==> src/rtl/spimon_pkg.sv <==
package spimon_pkg;

  typedef enum logic [1:0] {
    BEAT_BYTE  = 2'd0,
    BEAT_OPEN  = 2'd1,
    BEAT_CLOSE = 2'd2,
    BEAT_IDLE  = 2'd3
  } beat_kind_e;

  typedef enum logic [2:0] {
    OP_RDREG = 3'd0,
    OP_RDBUF = 3'd1,
    OP_WRREG = 3'd2,
    OP_WRBUF = 3'd3,
    OP_BSET  = 3'd4,
    OP_BCLR  = 3'd5,
    OP_UNDEF = 3'd6,
    OP_RESET = 3'd7
  } op_e;

  typedef enum logic [2:0] {
    BK_KEEP = 3'd0,
    BK_LOAD = 3'd1,
    BK_SET  = 3'd2,
    BK_CLR  = 3'd3,
    BK_ZERO = 3'd4
  } bank_op_e;

  localparam int WARN_W   = 6;
  localparam int W_OPCODE = 0;
  localparam int W_LENGTH = 1;
  localparam int W_NOBANK = 2;
  localparam int W_BADREG = 3;
  localparam int W_HEADER = 4;
  localparam int W_DUMMY  = 5;

  localparam int ADDR_W = 5;
  localparam int BANK_W = 2;
  localparam logic [ADDR_W-1:0] BANKCTL_ADDR = 5'h1F;
  localparam logic [7:0] RDBUF_HDR = 8'h3A;
  localparam logic [7:0] WRBUF_HDR = 8'h7A;

  // Addresses with no register behind them, one bit per address.
  function automatic logic [31:0] hole_mask(input logic [BANK_W-1:0] bank);
    case (bank)
      2'd0:    hole_mask = 32'h0700_0000;
      2'd1:    hole_mask = 32'h04CC_0000;
      2'd2:    hole_mask = 32'h042B_F022;
      default: hole_mask = 32'h0459_F800;
    endcase
  endfunction

  // Addresses whose read needs a dummy byte before the data.
  function automatic logic [31:0] slow_mask(input logic [BANK_W-1:0] bank);
    case (bank)
      2'd0:    slow_mask = 32'h0000_0000;
      2'd1:    slow_mask = 32'h0000_0000;
      2'd2:    slow_mask = 32'h03D4_0FDD;
      default: slow_mask = 32'h0000_043F;
    endcase
  endfunction

endpackage

==> src/rtl/mon_frame_capture.sv <==
module mon_frame_capture
  import spimon_pkg::*;
#(
  parameter int CNT_W = 8
) (
  input  logic             clk,
  input  logic             rst_n,
  input  logic             beat_fire,
  input  logic [1:0]       beat_kind,
  input  logic [7:0]       beat_mosi,
  input  logic [7:0]       beat_miso,
  output logic             frame_done,
  output logic [CNT_W-1:0] count,
  output logic [7:0]       hdr,
  output logic [7:0]       mosi2,
  output logic [7:0]       miso2,
  output logic [7:0]       miso3
);
  localparam logic [CNT_W-1:0] CNT_MAX = '1;

  logic             active_q;
  logic [CNT_W-1:0] cnt_q;
  logic             take_byte;

  assign take_byte = beat_fire && (beat_kind == BEAT_BYTE) && active_q;

  always_ff @(posedge clk) begin
    if (!rst_n) begin
      active_q <= 1'b0;
      cnt_q    <= '0;
      hdr      <= '0;
      mosi2    <= '0;
      miso2    <= '0;
      miso3    <= '0;
    end else if (beat_fire && beat_kind == BEAT_OPEN) begin
      active_q <= 1'b1;
      cnt_q    <= '0;
    end else if (beat_fire && beat_kind == BEAT_CLOSE) begin
      active_q <= 1'b0;
    end else if (take_byte) begin
      if (cnt_q != CNT_MAX) cnt_q <= cnt_q + CNT_W'(1);
      if (cnt_q == CNT_W'(0)) hdr <= beat_mosi;
      if (cnt_q == CNT_W'(1)) begin
        mosi2 <= beat_mosi;
        miso2 <= beat_miso;
      end
      if (cnt_q == CNT_W'(2)) miso3 <= beat_miso;
    end
  end

  assign frame_done = beat_fire && (beat_kind == BEAT_CLOSE) && active_q
                      && (cnt_q != '0);
  assign count = cnt_q;

  // opening a frame discards any bytes counted before it
  p_open_clears_r12: assert property (@(posedge clk) disable iff (!rst_n)
    (beat_fire && beat_kind == BEAT_OPEN) |=> (count == '0));

  // bytes outside a frame leave the count alone
  p_idle_bytes_r12: assert property (@(posedge clk) disable iff (!rst_n)
    (!active_q && !(beat_fire && beat_kind == BEAT_OPEN)) |=> $stable(count));

endmodule

==> src/rtl/mon_bank_tracker.sv <==
module mon_bank_tracker
  import spimon_pkg::*;
(
  input  logic              clk,
  input  logic              rst_n,
  input  logic              apply,
  input  bank_op_e          op,
  input  logic [BANK_W-1:0] bits,
  output logic [BANK_W-1:0] known,
  output logic [BANK_W-1:0] value
);
  logic [BANK_W-1:0] kn_q;
  logic [BANK_W-1:0] val_q;

  always_ff @(posedge clk) begin
    if (!rst_n) begin
      kn_q  <= '0;
      val_q <= '0;
    end else if (apply) begin
      case (op)
        BK_LOAD: begin
          val_q <= bits;
          kn_q  <= '1;
        end
        BK_SET: begin
          val_q <= val_q | bits;
          kn_q  <= kn_q | bits;
        end
        BK_CLR: begin
          val_q <= val_q & ~bits;
          kn_q  <= kn_q | bits;
        end
        BK_ZERO: begin
          val_q <= '0;
          kn_q  <= '1;
        end
        default: ;
      endcase
    end
  end

  assign known = kn_q;
  assign value = val_q;

  // a bank bit, once known, stays known until reset
  p_known0_sticky_r4: assert property (@(posedge clk) disable iff (!rst_n)
    kn_q[0] |=> kn_q[0]);
  p_known1_sticky_r4: assert property (@(posedge clk) disable iff (!rst_n)
    kn_q[1] |=> kn_q[1]);

  // the bank only moves when a snooped operation is applied
  p_bank_quiet_r4: assert property (@(posedge clk) disable iff (!rst_n)
    !apply |=> $stable(val_q));

endmodule

==> src/rtl/mon_cmd_classify.sv <==
module mon_cmd_classify
  import spimon_pkg::*;
#(
  parameter int CNT_W = 8
) (
  input  logic [7:0]        hdr,
  input  logic [CNT_W-1:0]  count,
  input  logic [7:0]        mosi2,
  input  logic [7:0]        miso2,
  input  logic [7:0]        miso3,
  input  logic [BANK_W-1:0] bank_known,
  input  logic [BANK_W-1:0] bank,
  output logic [WARN_W-1:0] warn,
  output logic [7:0]        data,
  output bank_op_e          bank_op
);
  op_e               op;
  logic [ADDR_W-1:0] addr;
  logic              all_known;
  logic [31:0]       holes;
  logic [31:0]       slow;
  logic              len1, len2, len3, has2;
  logic              reg_chk;

  assign op        = op_e'(hdr[7:5]);
  assign addr      = hdr[ADDR_W-1:0];
  assign all_known = &bank_known;
  assign holes     = hole_mask(bank);
  assign slow      = slow_mask(bank);
  assign len1      = (count == CNT_W'(1));
  assign len2      = (count == CNT_W'(2));
  assign len3      = (count == CNT_W'(3));
  assign has2      = (count > CNT_W'(1));

  always_comb begin
    warn    = '0;
    data    = '0;
    bank_op = BK_KEEP;
    reg_chk = 1'b0;
    case (op)
      OP_RDREG: begin
        if (len2 || len3) begin
          reg_chk = 1'b1;
          data    = len3 ? miso3 : miso2;
          if (all_known && (slow[addr] != len3)) warn[W_DUMMY] = 1'b1;
        end else begin
          warn[W_LENGTH] = 1'b1;
        end
      end
      OP_RDBUF: begin
        if (hdr != RDBUF_HDR) warn[W_HEADER] = 1'b1;
        if (has2) data = miso2;
      end
      OP_WRBUF: begin
        if (hdr != WRBUF_HDR) warn[W_HEADER] = 1'b1;
        if (has2) data = mosi2;
      end
      OP_WRREG, OP_BSET, OP_BCLR: begin
        if (has2) data = mosi2;
        if (len2) begin
          reg_chk = 1'b1;
          if (addr == BANKCTL_ADDR) begin
            if (op == OP_WRREG)     bank_op = BK_LOAD;
            else if (op == OP_BSET) bank_op = BK_SET;
            else                    bank_op = BK_CLR;
          end
        end else begin
          warn[W_LENGTH] = 1'b1;
        end
      end
      OP_RESET: begin
        if (len1) bank_op = BK_ZERO;
        else      warn[W_LENGTH] = 1'b1;
      end
      default: warn[W_OPCODE] = 1'b1;
    endcase
    if (reg_chk) begin
      if (!all_known)      warn[W_NOBANK] = 1'b1;
      else if (holes[addr]) warn[W_BADREG] = 1'b1;
    end
  end

endmodule

==> src/rtl/spi_cmd_monitor.sv <==
module spi_cmd_monitor
  import spimon_pkg::*;
#(
  parameter int CNT_W = 8
) (
  input  logic              clk,
  input  logic              rst_n,
  input  logic              in_valid,
  output logic              in_ready,
  input  logic [1:0]        in_kind,
  input  logic [7:0]        in_mosi,
  input  logic [7:0]        in_miso,
  output logic              rpt_valid,
  input  logic              rpt_ready,
  output logic [2:0]        rpt_cmd,
  output logic [ADDR_W-1:0] rpt_addr,
  output logic [7:0]        rpt_data,
  output logic [CNT_W-1:0]  rpt_payload,
  output logic              rpt_bank_known,
  output logic [BANK_W-1:0] rpt_bank,
  output logic [WARN_W-1:0] rpt_warn
);
  logic              beat_fire;
  logic              frame_done;
  logic [CNT_W-1:0]  cap_count;
  logic [7:0]        cap_hdr, cap_mosi2, cap_miso2, cap_miso3;
  logic [BANK_W-1:0] trk_known, trk_val, eff_bank;
  logic [WARN_W-1:0] cls_warn;
  logic [7:0]        cls_data;
  bank_op_e          cls_bank_op;

  assign in_ready  = !rpt_valid || rpt_ready;
  assign beat_fire = in_valid && in_ready;

  mon_frame_capture #(.CNT_W(CNT_W)) u_capture (
    .clk        (clk),
    .rst_n      (rst_n),
    .beat_fire  (beat_fire),
    .beat_kind  (in_kind),
    .beat_mosi  (in_mosi),
    .beat_miso  (in_miso),
    .frame_done (frame_done),
    .count      (cap_count),
    .hdr        (cap_hdr),
    .mosi2      (cap_mosi2),
    .miso2      (cap_miso2),
    .miso3      (cap_miso3)
  );

  mon_bank_tracker u_bank (
    .clk   (clk),
    .rst_n (rst_n),
    .apply (frame_done),
    .op    (cls_bank_op),
    .bits  (cap_mosi2[BANK_W-1:0]),
    .known (trk_known),
    .value (trk_val)
  );

  assign eff_bank = (&trk_known) ? trk_val : '0;

  mon_cmd_classify #(.CNT_W(CNT_W)) u_classify (
    .hdr        (cap_hdr),
    .count      (cap_count),
    .mosi2      (cap_mosi2),
    .miso2      (cap_miso2),
    .miso3      (cap_miso3),
    .bank_known (trk_known),
    .bank       (eff_bank),
    .warn       (cls_warn),
    .data       (cls_data),
    .bank_op    (cls_bank_op)
  );

  always_ff @(posedge clk) begin
    if (!rst_n) begin
      rpt_valid      <= 1'b0;
      rpt_cmd        <= '0;
      rpt_addr       <= '0;
      rpt_data       <= '0;
      rpt_payload    <= '0;
      rpt_bank_known <= 1'b0;
      rpt_bank       <= '0;
      rpt_warn       <= '0;
    end else if (frame_done) begin
      rpt_valid      <= 1'b1;
      rpt_cmd        <= cap_hdr[7:5];
      rpt_addr       <= cap_hdr[ADDR_W-1:0];
      rpt_data       <= cls_data;
      rpt_payload    <= cap_count - CNT_W'(1);
      rpt_bank_known <= &trk_known;
      rpt_bank       <= eff_bank;
      rpt_warn       <= cls_warn;
    end else if (rpt_ready) begin
      rpt_valid      <= 1'b0;
    end
  end

  // a stalled report keeps every field
  p_hold_report_r2: assert property (@(posedge clk) disable iff (!rst_n)
    (rpt_valid && !rpt_ready) |=> (rpt_valid && $stable({rpt_cmd, rpt_addr,
      rpt_data, rpt_payload, rpt_bank_known, rpt_bank, rpt_warn})));

  // a report only follows an accepted close beat
  p_report_origin_r12: assert property (@(posedge clk) disable iff (!rst_n)
    $rose(rpt_valid) |-> $past(in_valid && in_ready && in_kind == 2'd2));

  // a one-byte reset frame leaves bank 0 defined
  p_reset_cmd_r5: assert property (@(posedge clk) disable iff (!rst_n)
    (frame_done && cap_hdr[7:5] == 3'd7 && cap_count == CNT_W'(1))
      |=> (trk_known == '1 && trk_val == '0));

  // the bank-unknown warning only appears with an undefined bank
  p_nobank_flag_r6: assert property (@(posedge clk) disable iff (!rst_n)
    (rpt_valid && rpt_warn[W_NOBANK]) |-> !rpt_bank_known);

  // two-byte-only commands of any other length carry the length flag
  p_fixed_len_r8: assert property (@(posedge clk) disable iff (!rst_n)
    (rpt_valid && (rpt_cmd == 3'd2 || rpt_cmd == 3'd4 || rpt_cmd == 3'd5)
      && rpt_payload != CNT_W'(1)) |-> rpt_warn[W_LENGTH]);

endmodule

==> config.mk <==
export PLATFORM = sky130hd
export DESIGN_NAME = spi_cmd_monitor
export DESIGN_NICKNAME = d
export VERILOG_FILES = /design/src/rtl/spimon_pkg.sv /design/src/rtl/mon_frame_capture.sv /design/src/rtl/mon_bank_tracker.sv /design/src/rtl/mon_cmd_classify.sv /design/src/rtl/spi_cmd_monitor.sv
export SDC_FILE = /design/constraint.sdc
export NUM_CORES = 1
export LEC_CHECK = 0
export ABC_AREA = 1
export BUFFER_PORTS_ARGS = -buffer_cell sky130_fd_sc_hd__buf_2
export CELL_PAD_IN_SITES_DETAIL_PLACEMENT = 0
export CELL_PAD_IN_SITES_GLOBAL_PLACEMENT = 1
export CORE_MARGIN = 1.5
export CORE_UTILIZATION = 35
export DETAILED_ROUTE_END_ITERATION = 16
export MAX_ROUTING_LAYER = met4
export PLACE_DENSITY_LB_ADDON = 0.3
export SKIP_CTS_REPAIR_TIMING = 1
export SYNTH_ARGS = -nofsm -noshare
export SYNTH_HDL_FRONTEND = slang
export SYNTH_HIERARCHICAL = 1
export SYNTH_SLANG_ARGS = --single-unit
==> constraint.sdc <==
create_clock -name clk -period 3.15 [get_ports clk]
set_input_delay 0.63 -clock clk [delete_from_list [all_inputs] [get_ports clk]]
set_output_delay 0.63 -clock clk [all_outputs]
set_load 0.02 [all_outputs]
# [After elaboration in Yosys (flattened, before gate mapping)]
# Cells that the tools add are included.
# W data, S select, Z words.
[op_classes] n_addsub=2 mul=0 div_mod_pow=0 n_lt_le_gt_ge=2 eq_ne=22 shift=0 muxes=42 bitwise_logic=7 reduce_logical=34
[ops] operator="$pmux W26 S3" n=1
[ops] operator="$pmux W26 S2" n=1
[ops] operator="$mux W8" n=4
[ops] operator="$pmux W8 S3" n=1
[ops] operator="$mux W1" n=21
[ops] operator="$eq A8 B2 Y1 const B" n=2
[ops] operator="$eq A3 B2 Y1 const B" n=4
[ops] operator="$eq A3 B3 Y1 const B" n=4
[ops] operator="$mux W3" n=4
[ops] operator="$reduce_and A4 Y1" n=3
[ops] operator="$bmux W1 S5" n=2
[ops] operator="$add A8 B1 Y8 const B" n=1
[ops] operator="$eq A8 B1 Y1 const B" n=1
[ops] operator="$gt A8 B1 Y1 const B" n=1
[ops] operator="$logic_and A1 B1 Y1" n=8
[ops] operator="$logic_not A8 Y1" n=1
[ops] operator="$ne A8 B6 Y1 const B" n=1
[ops] operator="$ne A8 B7 Y1 const B" n=1
[ops] operator="$ne A8 B8 Y1 const B" n=1
[ops] operator="$pmux W2 S4" n=1
[ops] operator="$reduce_bool A8 Y1" n=1
[ops] operator="$reduce_or A2 Y1" n=4
[ops] operator="$sub A8 B1 Y8 const B" n=1
[ops] operator="$reduce_or A7 Y1" n=1
[ops] operator="25 further kinds" n=39
[word_totals] reg_bits=79 latch_bits=0 ramBits=0 romBits=0 inputBits=22 output_inout_bits=35 n_memories=0

# [Logic depth before layout (Yosys ltp)]
[depth] ltp_word=12 mapped_depth=13 depth_no_buf=13

# [Modules after synthesis]
# Netlist, hierarchy kept.
[by_module_without_submodules] mod="mon_frame_capture" instances=1 cells_each=307 area_each_um2=2054.5
[by_module_without_submodules] mod="spi_cmd_monitor" instances=1 cells_each=187 area_each_um2=1347.5
[by_module_without_submodules] mod="mon_cmd_classify" instances=1 cells_each=144 area_each_um2=694.4
[by_module_without_submodules] mod="mon_bank_tracker" instances=1 cells_each=39 area_each_um2=236.5

# [Least setup slack after synthesis]
# Ideal clock, no wire load.
[synth_timing] path_type="input port to flip-flop" from="input rpt_ready" to="register rpt_payload[2]" setup_ps=116 arrival_ps=1967 path_slack_ps=1067 stages=10 n_path_buf=1 path_cell_list="inv_1 > a21boi_0 > nand2_2 > nor2_1 > nand2_1 > a21oi_1 > buf_2 > nand3_1 > o211ai_1 > inv_1"
[synth_between] elab_chain_len=5
[synth_rtl] item="from (decl)" line="spi_cmd_monitor.sv:14" rtl="input logic rpt_ready,"
[synth_rtl] item="$logic_or A1 B1 Y1" line="spi_cmd_monitor.sv:32" rtl="assign in_ready = !rpt_valid || rpt_ready;"
[synth_rtl] item="$logic_and A1 B1 Y1" line="spi_cmd_monitor.sv:33" rtl="assign beat_fire = in_valid && in_ready;"
[synth_rtl] item="net beat_fire" line="spi_cmd_monitor.sv:23" rtl="logic beat_fire;"
[synth_rtl] item="$logic_and A1 B1 Y1 (2 in a row)" line="mon_frame_capture.sv:51" rtl="assign frame_done = beat_fire && (beat_kind == BEAT_CLOSE) && active_q"
[synth_rtl] item="$logic_and A1 B1 Y1" line="mon_frame_capture.sv:52" rtl="&& (cnt_q != '0);"
[synth_rtl] item="net frame_done" line="spi_cmd_monitor.sv:24" rtl="logic frame_done;"
[synth_rtl] item="to (signal assigned)" line="spi_cmd_monitor.sv:90" rtl="rpt_payload <= cap_count - CNT_W'(1);"
[synth_rtl] item="to (decl)" line="spi_cmd_monitor.sv:18" rtl="output logic [CNT_W-1:0] rpt_payload,"
# The timed path passes the listed nets, and every way through them passes these cells.
# A chain may end at the register's enable or synchronous reset.

# [Final worst setup path]
[layout_timing] from="register u_capture.cnt_q[2] (netlist: u_capture/count[2])" to="register u_bank.kn_q[1] (netlist: u_bank/known[1])"
[layout_between] elab_chain_len=7 elab_cells_between_ends=16 classes_between="eq/ne (6); mux (4); reduce/logical (6)"
[layout_rtl] item="from (decl)" line="mon_frame_capture.sv:22" rtl="logic [CNT_W-1:0] cnt_q;"
[layout_rtl] item="from (signal assigned)" line="mon_frame_capture.sv:41" rtl="if (cnt_q != CNT_MAX) cnt_q <= cnt_q + CNT_W'(1);"
[layout_rtl] item="$eq A8 B1 Y1 or $eq A8 B2 Y1 (tied branches)" line="mon_cmd_classify.sv:30, mon_cmd_classify.sv:31"
[layout_rtl] item="$mux W3, on equally long branches" line="mon_cmd_classify.sv:72, mon_cmd_classify.sv:60"
[layout_rtl] item="$pmux W3 S2 (*)" line="mon_cmd_classify.sv:40" rtl="case (op)"
[layout_rtl] item="net cls_bank_op[2]" line="spi_cmd_monitor.sv:30" rtl="bank_op_e cls_bank_op;"
[layout_rtl] item="$eq A3 B2 Y1 (tied with other cells)" line="mon_bank_tracker.sv:20" rtl="case (op)"
[layout_rtl] item="$reduce_or A2 Y1 (no line)"
[layout_rtl] item="$reduce_bool A2 Y1 (no line)"
[layout_rtl] item="$reduce_and A2 Y1 (no line)"
[layout_rtl] item="to (signal assigned)" line="mon_bank_tracker.sv:27" rtl="kn_q <= kn_q | bits;"
[layout_rtl] item="to (signal assigned)" line="mon_bank_tracker.sv:31" rtl="kn_q <= kn_q | bits;"
[layout_rtl] item="to (decl)" line="mon_bank_tracker.sv:12" rtl="logic [BANK_W-1:0] kn_q;"
# Mark *: on every way through the listed nets, which the timed path passes. The rest lies on a longest branch.

==> results.md <==
- Status: completed
- Largest net degree at the start of global routing: 43
- Most frequent cells in the layout: nor2_1, nand2_1, inv_1, dfxtp_1, buf_2
- CP required: 3410 ps
- CTS tree: built
- Final period util: 76.7%
- Reg area: 1580 sq um
- Least-Margin Pin Slew: 753 ps
- Reg power frac: 47.9%
- Setup Skew: 6.14 ps
- Worst min path class: flop to flop
- Fmax: 414 MHz
- Synth area leaders: dfxtp_1, nor2_1, nand2_1
- Vias in the first global route: 3669
- PD cells: 419 nW/um^2
- Hold path cells: 2
- WL final: 10.9 mm
- Max_slew headroom: 49.4%
- Psw: 466 uW
- Worst flop-to-flop path endpoint: u_bank/known[1]
- CTS Buf Count: 9
- Flops & latches, synth: 79
- Share of the synthesized area in the top cell type: 36.5%
- CP max FO: 11
- Initial Utilization: 35.9%
- Gr usage total: 17.8%
- Hold Crit Endpoint: rpt_warn[0]
- H-tree levels: 3
- Setup violators final: 0
- Clk pwr share: 49.4%
- Count of final max-slew check failures: 0
- Die area: 13100 sq um
- Via density: 4.61
- Clock slew at reported path FFs: 60 ps
- Worst vdd ir: 303 uV
- Leakage: 0.00255 uW
- Hold_sp: rpt_warn[0]
- GR Util met2: 28.5%
- GRT busiest layer: met2
- Switching share of total power: 22.2%
- Clk sinks: 79
- Commonest non-fill, non-tap cell in the layout: nor2_1
- Cell variety after synth: 37
- Initial antenna violation count: 0
- CP Capture Type: flop
- Post-layout util: 41.5%
- Die X: 114 um
- Gr ovfl total: 0
- Worst R2R Path Depth: 10
- MaxCap Viol Count: 0
- Port Buffers: 56
- Syn Nets: 704
- Hpwl dp: 7.72 mm
- Cell row count: 40
- TNS Setup: 0 ps
- Final Critical Period: 2410 ps
- Fillers: 1309
- Area Overhead vs Synth: 15.6%
- Die Ht: 114 um
- Number of failing hold endpoints at the final stage: 0
- Top Ports: 57
- Flop-to-flop setup slack: 740 ps
- DRT Pass-1 Iters: 5
- Ratio of cells with drive above 1 in the final layout: 15.6%
- Clock Path Buffers: 2
- Yosys top cell by area: dfxtp_1
- Data arrival time of the worst path: 2680 ps
- Syn Inst Count: 677
- Cell Area, Synth: 4330 sq um
- Root Buffer: clkbuf_16
- Drt drc: 0
- CP Class: flop to flop
- Met3 Usage GRT: 3.65%
- Reg2reg start: u_capture/count[2]
- Post-route setup slack: 735 ps
- Pint: 1630 uW
- Skew-Pair Late Insertion Delay: 340 ps
- Pre-CTS WS: 630 ps
- Placeable Area: 12100 sq um
- Yosys warns: 6
- CP startpoint kind: flop
- GP Congestion: 0.813
- Multi-input logic area: 2220 sq um
- 1st-iter DRT viols: 293
- Antenna Violating Nets Remaining: 0
- Gate power share: 2.7%
- Grt met1 use: 22.7%
- Total Power: 2100 uW
- Sequential fraction of the synthesis area: 36.5%
- Fin nets: 754
- RSZ-0062 raised after global routing: no
- Routed WL per cell: 12.1 um
- Via count: 4153
- # diodes: 0
- First-pass GRT wire length: 17.7 mm
- Mean area per synthesized cell: 6.40 sq um
## logic make-up (layout without fill, tap and decap cells)
kind of cell / Yosys count / in the layout / share of synthesized area, %
AOI/OAI and AO/OA: 96 / 96 / 12.0
DFF: 79 / 79 / 36.5
xor gates and xnor gates: 2 / 2 / 0.404
buffers and inverters: 123 / 178 / 12.3
adders and majority gates: 5 / 5 / 1.44
and+or+nand+nor: 372 / 372 / 37.3
## worst max-delay path: stages, from the launching register on
cell and delay, ps:
dfxtp_1 420, or2_4 330, clkinv_2 80, nand3_2 220, nor4_1 570, inv_1 190, nand2_1 120, nand3_2 110
clkinv_2 90, o21ai_1 60, a21oi_1 150
## metal layers
metal  wire length, um  share of wire, %  up-vias
met5                 0                 0        -
met4               163               1.5        0
met3               435               4.0       11
met2              4900                45       88
met1              5410                50     1858
li1                  -                 -     2196
## sequential cells by signal (all words and copies together), names as in the netlist
register	count
u_capture/hdr	8
rpt_bank_known	1
u_capture/miso2	8
u_bank/value	2
rpt_payload	8
rpt_cmd	3
u_capture/active_q	1
rpt_valid	1
rpt_warn	6
u_capture/miso3	8
rpt_addr	5
u_capture/count	8
u_capture/mosi2	8
rpt_data	8
rpt_bank	2
u_bank/known	2
## metrics by stage
step / instance area, sq um / hold slack [ps] / cells
4_1_cts: 5010 / 485 / 900
3_5_place_dp: 4710 / 473 / 884
6_report: 5010 / 489 / 900
5_1_grt: 5010 / 506 / 900
2_1_floorplan: 4330 / 444 / 677
3_3_place_gp: 4710 / 462 / 884
## area by class of cell
cell class	count	share of cell area (%)
clock buffer	9	4.50
clock inverter	7	1.47
multi-input combinational	475	44.4
timing repair buffer	59	6.05
inverter	103	7.80
tap	168	4.20
sequential	79	31.6
## Yosys cell counts (all sizes together)
library cell	n
buf	15
a21boi	1
nor2	159
nor3	5
a31oi	1
a211oi	1
o21ai	59
o21bai	1
dfxtp	79
xor2	2
clkbuf	5
nand4	5
clkinv	3
or2	2
nor4	2
o211ai	10
a21oi	23
nand2	164
ha	5
nand3	35
inv	100
## how the worst max path moves through the flow
stage                 endpoint  cells past startpoint  slack [ps]               start
2_1_floorplan   rpt_payload[2]                     10        1070           rpt_ready
4_1_cts        u_bank/known[1]                      9         770  u_capture/count[2]
6_report       u_bank/known[1]                     10         740  u_capture/count[2]
3_3_place_gp   u_bank/value[1]                     12         710           rpt_ready
3_5_place_dp   u_bank/known[1]                     12         630           rpt_ready
5_1_grt        u_bank/known[0]                     10         520    u_capture/hdr[5]
## power by group through the flow
stage	Sequential (uW)	Clock, uW	Combinational (uW)
floorplan	1030	0	32.7
global placement	1030	0	57.0
detailed placement	1030	0	57.4
CTS	1000	1070	57.8
global route	1000	1110	64.5
finish	1000	1040	57.4
Note: power is estimated with default switching activity, not from simulation.
